**src/rtl/wdf_pkg.sv**
```systemverilog
// Shared types for the watchdog failover controller.
package wdf_pkg;
    // Ownership and health of the processor pair.
    typedef enum logic [1:0] {
        ST_A_RUN    = 2'd0,  // primary owns the bus
        ST_B_PEND   = 2'd1,  // spare owns the bus, fault lamp lit
        ST_B_RUN    = 2'd2,  // spare owns the bus and has proven alive
        ST_DEAD     = 2'd3   // both failed, latched until reset
    } wdf_state_e;
endpackage

```
**src/rtl/wdf_timer.sv**
```systemverilog
// Restartable down-counter.
// Assumes: reload has priority over counting; the counter stops at zero.
// expired is high while the count equals zero.
module wdf_timer #(
    parameter int CNT_W = 16
) (
    input  logic             clk,
    input  logic             rst_n,
    input  logic [CNT_W-1:0] load_val,
    input  logic             reload,
    input  logic             run,
    output logic             expired
);
    localparam logic [CNT_W-1:0] ZERO = '0;
    localparam logic [CNT_W-1:0] ONE  = {{(CNT_W-1){1'b0}}, 1'b1};

    logic [CNT_W-1:0] count_q;

    // Load at reset or on request, otherwise count down to zero while running.
    always_ff @(posedge clk) begin
        if (!rst_n) begin
            count_q <= load_val;
        end else if (reload) begin
            count_q <= load_val;
        end else if (run && (count_q != ZERO)) begin
            count_q <= count_q - ONE;
        end
    end

    // Zero detect.
    always_comb begin
        expired = (count_q == ZERO);
    end
endmodule

```
**src/rtl/wdf_kick_sel.sv**
```systemverilog
// Passes on the kick of the bus owner only.
// Assumes: state encoding from wdf_pkg; in the dual-failure state no kick counts.
module wdf_kick_sel
    import wdf_pkg::*;
(
    input  wdf_state_e state,
    input  logic       kick_a,
    input  logic       kick_b,
    output logic       kick_ok
);
    // Choose the strobe that belongs to the current owner.
    always_comb begin
        unique case (state)
            ST_A_RUN:           kick_ok = kick_a;
            ST_B_PEND, ST_B_RUN: kick_ok = kick_b;
            default:            kick_ok = 1'b0;
        endcase
    end
endmodule

```
**src/rtl/wdf_fsm.sv**
```systemverilog
// Ownership state machine of the failover controller.
// Assumes: expired and kick_ok are from the same cycle; a kick wins over expiry.
// Requests a timer reload on every honoured kick and on failover to the spare.
module wdf_fsm
    import wdf_pkg::*;
(
    input  logic       clk,
    input  logic       rst_n,
    input  logic       kick_ok,
    input  logic       expired,
    output wdf_state_e state,
    output logic       reload,
    output logic       run
);
    wdf_state_e state_q;
    wdf_state_e state_d;

    // Next-state decision.
    always_comb begin
        state_d = state_q;
        unique case (state_q)
            ST_A_RUN:  if (!kick_ok && expired) state_d = ST_B_PEND;
            ST_B_PEND: begin
                if (kick_ok)      state_d = ST_B_RUN;
                else if (expired) state_d = ST_DEAD;
            end
            ST_B_RUN:  if (!kick_ok && expired) state_d = ST_DEAD;
            default:   state_d = ST_DEAD;
        endcase
    end

    // State register.
    always_ff @(posedge clk) begin
        if (!rst_n) state_q <= ST_A_RUN;
        else        state_q <= state_d;
    end

    // Timer control derived from the decision.
    always_comb begin
        state  = state_q;
        reload = kick_ok || ((state_q == ST_A_RUN) && (state_d == ST_B_PEND));
        run    = (state_q != ST_DEAD);
    end
endmodule

```
**src/rtl/wdf_failover_ctrl.sv**
```systemverilog
// Top of the watchdog failover controller.
// Assumes: kicks are synchronous to clk; timeout_val is stable around reload edges.
// Outputs are decoded from the registered state only.
module wdf_failover_ctrl
    import wdf_pkg::*;
#(
    parameter int CNT_W = 16
) (
    input  logic             clk,
    input  logic             rst_n,
    input  logic             kick_a,
    input  logic             kick_b,
    input  logic [CNT_W-1:0] timeout_val,
    output logic             sel_b,
    output logic             grant_a,
    output logic             grant_b,
    output logic             fault_led
);
    wdf_state_e state;
    logic       kick_ok;
    logic       expired;
    logic       reload;
    logic       run;

    wdf_kick_sel u_kick (
        .state   (state),
        .kick_a  (kick_a),
        .kick_b  (kick_b),
        .kick_ok (kick_ok)
    );

    wdf_fsm u_fsm (
        .clk     (clk),
        .rst_n   (rst_n),
        .kick_ok (kick_ok),
        .expired (expired),
        .state   (state),
        .reload  (reload),
        .run     (run)
    );

    wdf_timer #(.CNT_W(CNT_W)) u_timer (
        .clk      (clk),
        .rst_n    (rst_n),
        .load_val (timeout_val),
        .reload   (reload),
        .run      (run),
        .expired  (expired)
    );

    // Output decode.
    always_comb begin
        sel_b     = (state != ST_A_RUN);
        grant_a   = (state == ST_A_RUN);
        grant_b   = (state == ST_B_PEND) || (state == ST_B_RUN);
        fault_led = (state == ST_B_PEND) || (state == ST_DEAD);
    end
endmodule

```
**config.mk**
```make
export PLATFORM = sky130hd
export DESIGN_NAME = wdf_failover_ctrl
export DESIGN_NICKNAME = d
export VERILOG_FILES = /design/src/rtl/wdf_pkg.sv /design/src/rtl/wdf_timer.sv /design/src/rtl/wdf_kick_sel.sv /design/src/rtl/wdf_fsm.sv /design/src/rtl/wdf_failover_ctrl.sv
export SDC_FILE = /design/constraint.sdc
export NUM_CORES = 1
export LEC_CHECK = 0
export ABC_AREA = 1
export CAP_MARGIN = 10
export CORE_MARGIN = 2
export CORE_UTILIZATION = 45
export CTS_CLUSTER_SIZE = 25
export DETAILED_ROUTE_END_ITERATION = 6
export PLACE_DENSITY = 0.66
export SETUP_SLACK_MARGIN = 0.4
export SYNTH_ARGS = -nofsm -noshare
export SYNTH_HDL_FRONTEND = slang
export SYNTH_HIERARCHICAL = 1
export SYNTH_SLANG_ARGS = --single-unit
export TNS_END_PERCENT = 50
```
**constraint.sdc**
```tcl
create_clock -name clk -period 3.2 [get_ports clk]
set_input_delay 0.64 -clock clk [delete_from_list [all_inputs] [get_ports clk]]
set_output_delay 0.64 -clock clk [all_outputs]
set_load 0.02 [all_outputs]
```
* Word level (Yosys, flattened, before mapping)
Index checks and enable logic that the tools add are counted.
** Word-level totals
- Flip-flop bits (word level) :: 18
- Input bits :: 20
- Output and inout bits :: 4
- Word-level logic and storage cells :: 30
** Operators by class
- Add/sub/neg operators :: 1
- Equal/unequal tests :: 6
- Multiplexer cells :: 9
- Reduce and logical (&&, ||, !) cells :: 12
** Operator list (count)
- 16-bit two-way mux :: 3
- 16-bit logical NOT :: 1
- 16-bit nonzero test :: 1
- 16-bit by 1-bit subtractor with 16-bit output, second input constant :: 1
- 2-bit two-way mux :: 4
- 2-bit case mux with 3 select lines :: 1
- 2-bit by 1-bit == test with 1-bit output, second input constant :: 2
- 2-bit == test, second input constant :: 2
- 1-bit logical AND :: 3
- 1-bit logical OR :: 3
- 3-bit by 1-bit != test with 1-bit output, second input constant :: 1
- 2-bit logical NOT :: 1
- 2-bit != test, second input constant :: 1
- 1-bit case mux with 2 select lines :: 1
- 2-bit nonzero test :: 1
- 2-bit OR reduction :: 1
- 1-bit logical NOT :: 1

* Logic depth before layout (Yosys ltp)
- Depth in word-level cells :: 12
- Depth in mapped cells :: 13

* Hierarchy
Netlist, hierarchy kept.
** By module, submodules not included
- wdf_timer :: times used 1, cells each 158, area each 1136.1 um2
- wdf_fsm :: times used 1, cells each 15, area each 98.8 um2
- wdf_failover_ctrl :: times used 1, cells each 10, area each 72.6 um2
- wdf_kick_sel :: times used 1, cells each 7, area each 48.8 um2

* Worst setup path after synthesis
OpenSTA, ideal clock, no wires.
- Path kind :: reg-to-reg
- Start point :: register u_timer.count_q[0]
- End point :: register u_timer.count_q[0], enable pin
- Library setup time :: 372 ps
- Arrival :: 2003 ps
- Path slack :: 826 ps
- Stages on the path, launching flop included :: 12
- Buffers on the path :: 1
- Period minus slack after synthesis :: 2374 ps
- Path through :: edfxtp_1 inv_1 ha_1 nand2_2 nor2_2 nand2_1 nor4_2 nand3b_1 nand2_1 nor2_1 buf_2 nand2_1
** Between the ends
- Longest elaborated chain between the ends :: 8
- Elaborated cells between the ends (all ways) :: 13
- Those cells by class :: eq/ne: 2; mux: 5; reduce/logical: 6
** Ends and longest elaborated chain
- start, declared :: line wdf_timer.sv:17 : logic [CNT_W-1:0] count_q;
- start signal, assigned :: line wdf_timer.sv:22 : count_q <= load_val;
- start signal, assigned :: line wdf_timer.sv:24 : count_q <= load_val;
- start signal, assigned :: line wdf_timer.sv:26 : count_q <= count_q - ONE;
- 16-bit logical NOT (*) :: line wdf_timer.sv:32 : expired = (count_q == ZERO);
- named net expired :: line wdf_failover_ctrl.sv:21 : logic expired;
- 2-bit two-way mux or 1-bit logical AND (tied branches) :: line wdf_fsm.sv:25, wdf_fsm.sv:22, wdf_fsm.sv:27
- 2-bit two-way mux, on equally long branches :: line wdf_fsm.sv:24, wdf_fsm.sv:22, wdf_fsm.sv:27
- 2-bit case mux with 3 select lines (*) :: line wdf_fsm.sv:21 : unique case (state_q)
- 2-bit by 1-bit == test with 1-bit output (*) :: line wdf_fsm.sv:41 : reload = kick_ok || ((state_q == ST_A_RUN) && (state_d == ST_B_PEND));
- 1-bit logical AND (*) :: line wdf_fsm.sv:41
- 1-bit logical OR (*) :: line wdf_fsm.sv:41
- named net reload :: line wdf_failover_ctrl.sv:22 : logic reload;
- 3-bit by 1-bit != test with 1-bit output (no line) (*)
Mark *: on every way through the listed nets, which the timed path passes. The rest lies on a longest branch.
A chain may end at the register's enable or synchronous reset.

* Final worst setup path
- Start point :: register u_timer.count_q[0]
- End point :: register u_timer.count_q[9], data pin
** Between the ends
- Longest elaborated chain between the ends :: 9
- Elaborated cells between the ends (all ways) :: 14
- Those cells by class :: add/sub: 1; eq/ne: 1; mux: 8; reduce/logical: 4
** Ends and longest elaborated chain
- 16-bit logical NOT (*) :: line wdf_timer.sv:32
- named net expired :: line wdf_failover_ctrl.sv:21
- 2-bit two-way mux or 1-bit logical AND (tied branches) :: line wdf_fsm.sv:25, wdf_fsm.sv:22, wdf_fsm.sv:27
- 2-bit two-way mux, on equally long branches :: line wdf_fsm.sv:24, wdf_fsm.sv:22, wdf_fsm.sv:27
- 2-bit case mux with 3 select lines (*) :: line wdf_fsm.sv:21
- 2-bit by 1-bit == test with 1-bit output (*) :: line wdf_fsm.sv:41
- 1-bit logical AND (*) :: line wdf_fsm.sv:41
- 1-bit logical OR (*) :: line wdf_fsm.sv:41
- named net reload :: line wdf_failover_ctrl.sv:22
- 16-bit two-way mux (*) :: line wdf_timer.sv:23 : end else if (reload) begin
- 16-bit two-way mux (*) :: line wdf_timer.sv:21 : if (!rst_n) begin
Mark *: on every way through the listed nets, which the timed path passes. The rest lies on a longest branch. The select of a mux whose other input is x is not followed.

==> results.toml <==
[outcome]
status = "finished, final reports clean"

[place]
dp_hpwl_um = 2130
place_inst = 243
finalWeightedCongestion = 0.852
portBuffers = 23

[yosys]
synth_flop_cell = "edfxtp_1"
synth_most_common_cell = "nand2_1"
syn_inst = 190
yosysSeqAreaShare_pct = 38.4
yosys_warnings = 6
yosysTopAreaCell = "edfxtp_1"
syn_nets = 217
yosysTopAreaCellShare_pct = 35.4
ys_types = 24
synth.area.top_cells = "edfxtp_1, nand2_1, inv_1, nor2_1, ha_1"
syn_area_per_cell_um2 = 7.14
synth_edf_count = 16
syn_area_um2 = 1360
netlist_top_cells_count = "nand2_1, inv_1, nor2_1, edfxtp_1, nand3_1"
ys_async_sr_fraction_pct = 0
ys_ff_latch = 18

[die]
die_w_um = 58.9
row_count = 19
die_y_um = 58.9
initial_core_util_pct = 48.3
die-area_um2 = 3470
core_um2 = 2810
ios = 24

[clocking]
cts_setup_buffers = 0
cts_buffers = 3
clk_pin_slew_worst_paths_ns = 0.11
clock-sinks = 18
cts-root-buf = "clkbuf_4"
cts_tree = "done"
htreeDepth = 1
ctsLongestPathBuffers = 2
insertion_delay_ns = 0.29

[route]
viasPerCell = 4.87
ant_nets = 0
drt_iter0_drc = 31
drc = 0
routedWlPerCell_um = 10.8
vias = 1204
drt_pre_antenna_iters = 4
wl_um = 2670

[sta]
relSlewSlack_pct = 67.8
rsz0062_at_grt = "yes"
slew_viol_final = 0
tightest_slew_ns = 0.481
min_period_ns = 2.60
setup_viol = 0
fin_worst_hold_slack_ns = 0.658
hold_viol = 0
timing.setup.tns_ns = 0
max_freq_mhz = 385
finalCritPeriodShare_pct = 81.2
clock_skew_ns = 0.00779

[worst_setup_path]
start_kind = "flip-flop"
critPathSlowestCell = "edfxtp_1"
worstReg2RegStart = "u_timer/count_q[0]"
crit_path_end_kind = "flip-flop"
critPathBufInv = 3
crit_fanout = 14
crit_top_cell = "nand2_1"
crit_type = "flip-flop to flip-flop"
crit_required_ns = 3.26
max_stage_delay_ns = 0.45
path_delay_family = "simple AND/OR/NAND/NOR gates"
worstRegToRegCells = 13
cp_cell_sequence = "inv_1 -> ha_1 -> nand2_2 -> nor2_2 -> nand2_1 -> nor4_2 -> nand3b_1 -> nand2_1 -> nor2_1 -> buf_4 -> or2_2 -> nand2_1 -> inv_1"
critPathArrivalTime_ns = 2.66
r2r_slack_ns = 0.60
r2r-end = "u_timer/count_q[9]"

[power]
p_sw_mw = 0.137
switching_share_pct = 26.7
finalPower_mw = 0.512
leakagePower_nw = 0.750
clkPwrFrac_pct = 22.7
combPwrFrac_pct = 19.4
max-vdd-ir-drop_mv = 0.179
p_seq_share_pct = 57.9
p_per_area_nw_per_um2 = 309
p_int_mw = 0.375

[grt]
grt_max_degree = 15
grt_pass1_vias = 1134
antenna_found_initial = 0
grt_pass1_wl_um = 4550
grtUsageTotal_pct = 17.0
grt_overflow_total = 0

[layout]
final_nets = 244
seqCellArea_um2 = 520
final_core_util_pct = 59.0
drive_gt1_share_pct = 10.6
multi_input_area_um2 = 696
fillerInstances = 263
synthToLayoutAreaGrowth_pct = 22.0
stdcell_count = 247
n_antenna_cell = 0

[worst_hold_path]
hold-path-cell-count = 2
hold_path_end = "u_fsm/state[0]"
min-delay-path-class = "flip-flop to flip-flop"
holdCritStartpoint = "u_fsm/state[1]"

[flow_run]
maxCapViolCount = 0
==> cells by family after synthesis <==
| kind of cell | synth area share (%) |
|---|---|
| muxes | 0.738 |
| AOI/OAI and AO/OA | 7.20 |
| buffers and inverters | 10.5 |
| DFF | 38.4 |
| adders and majority gates | 6.46 |
| and+or+nand+nor | 34.8 |
| xor gates and xnor gates | 1.94 |
==> power groups by stage <==
stage          clock network (mW)  logic [mW]  registers [mW]
2_1_floorplan                   0      0.0650           0.295
3_3_place_gp                    0      0.0982           0.301
3_5_place_dp                    0      0.0990           0.301
4_1_cts                     0.123      0.0997           0.296
5_1_grt                     0.130       0.112           0.299
6_report                    0.116      0.0994           0.296
==> registers in the layout (all words and copies together), names as in the netlist <==
register,flops
u_fsm/state,2
u_timer/count_q,16
==> tightest hold or removal path, cell delays in order (launching register included) <==
cell and delay, ns:
dfxtp_1 0.40, a21oi_1 0.17, nor2_1 0.06
==> metrics by stage <==
stage / cell area, µm² / setup slack, ns
6_report: 1650 / 0.601
4_1_cts: 1650 / 0.596
5_1_grt: 1650 / 0.370
3_3_place_gp: 1630 / 0.750
2_1_floorplan: 1360 / 0.826
3_5_place_dp: 1630 / 0.630
==> metal layers <==
metal  wire (µm)  global-route usage (%)  vias to the layer above
met5           0                       0                        -
met4          50                    6.82                        0
met1        1230                    20.7                      526
met2        1300                    30.5                       22
li1            -                       -                      650
met3          84                    1.98                        6
==> layout make-up <==
type	instances	area share (%)
Clock buffer	4	1.59
Sequential cell	18	31.5
Timing Repair Buffer	25	14.8
Multi-Input combinational cell	135	42.1
Inverter	34	7.72
Tap cell	31	2.34
==> cell usage in the layout, fill, tap and decap left out, drive strengths merged <==
| master | count |
|---|---|
| xnor2 | 2 |
| buf | 2 |
| edfxtp | 16 |
| nand3b | 2 |
| a21boi | 1 |
| or2 | 4 |
| a21oi | 5 |
| a31oi | 1 |
| mux2i | 1 |
| clkbuf | 4 |
| ha | 7 |
| nand2 | 53 |
| nand3 | 12 |
| o21ai | 11 |
| nor4 | 1 |
| inv | 34 |
| nor2 | 34 |
| xor2 | 1 |
| clkdlybuf4s50 | 23 |
| dfxtp | 2 |
==> worst max path at each step <==
stage                            start            endpoint  slack, ns  cells past startpoint
floorplan           u_timer/count_q[0]  u_timer/count_q[0]       0.83                     11
detailed placement  u_timer/count_q[0]  u_timer/count_q[4]       0.63                     12
CTS                 u_timer/count_q[0]  u_timer/count_q[4]       0.60                     12
global route        u_timer/count_q[0]  u_timer/count_q[9]       0.37                     13
global placement    u_timer/count_q[0]  u_timer/count_q[6]       0.75                     11
finish              u_timer/count_q[0]  u_timer/count_q[9]       0.60                     13
==> repair_timing <==
| action | 4_1_cts | 5_1_grt |
|---|---|---|
| hold buffers | 0 | 0 |
| setup endpoints to repair | 0 | 12 |
| gates resized for setup | 0 | 2 |
(Power assumes the default switching activity.)
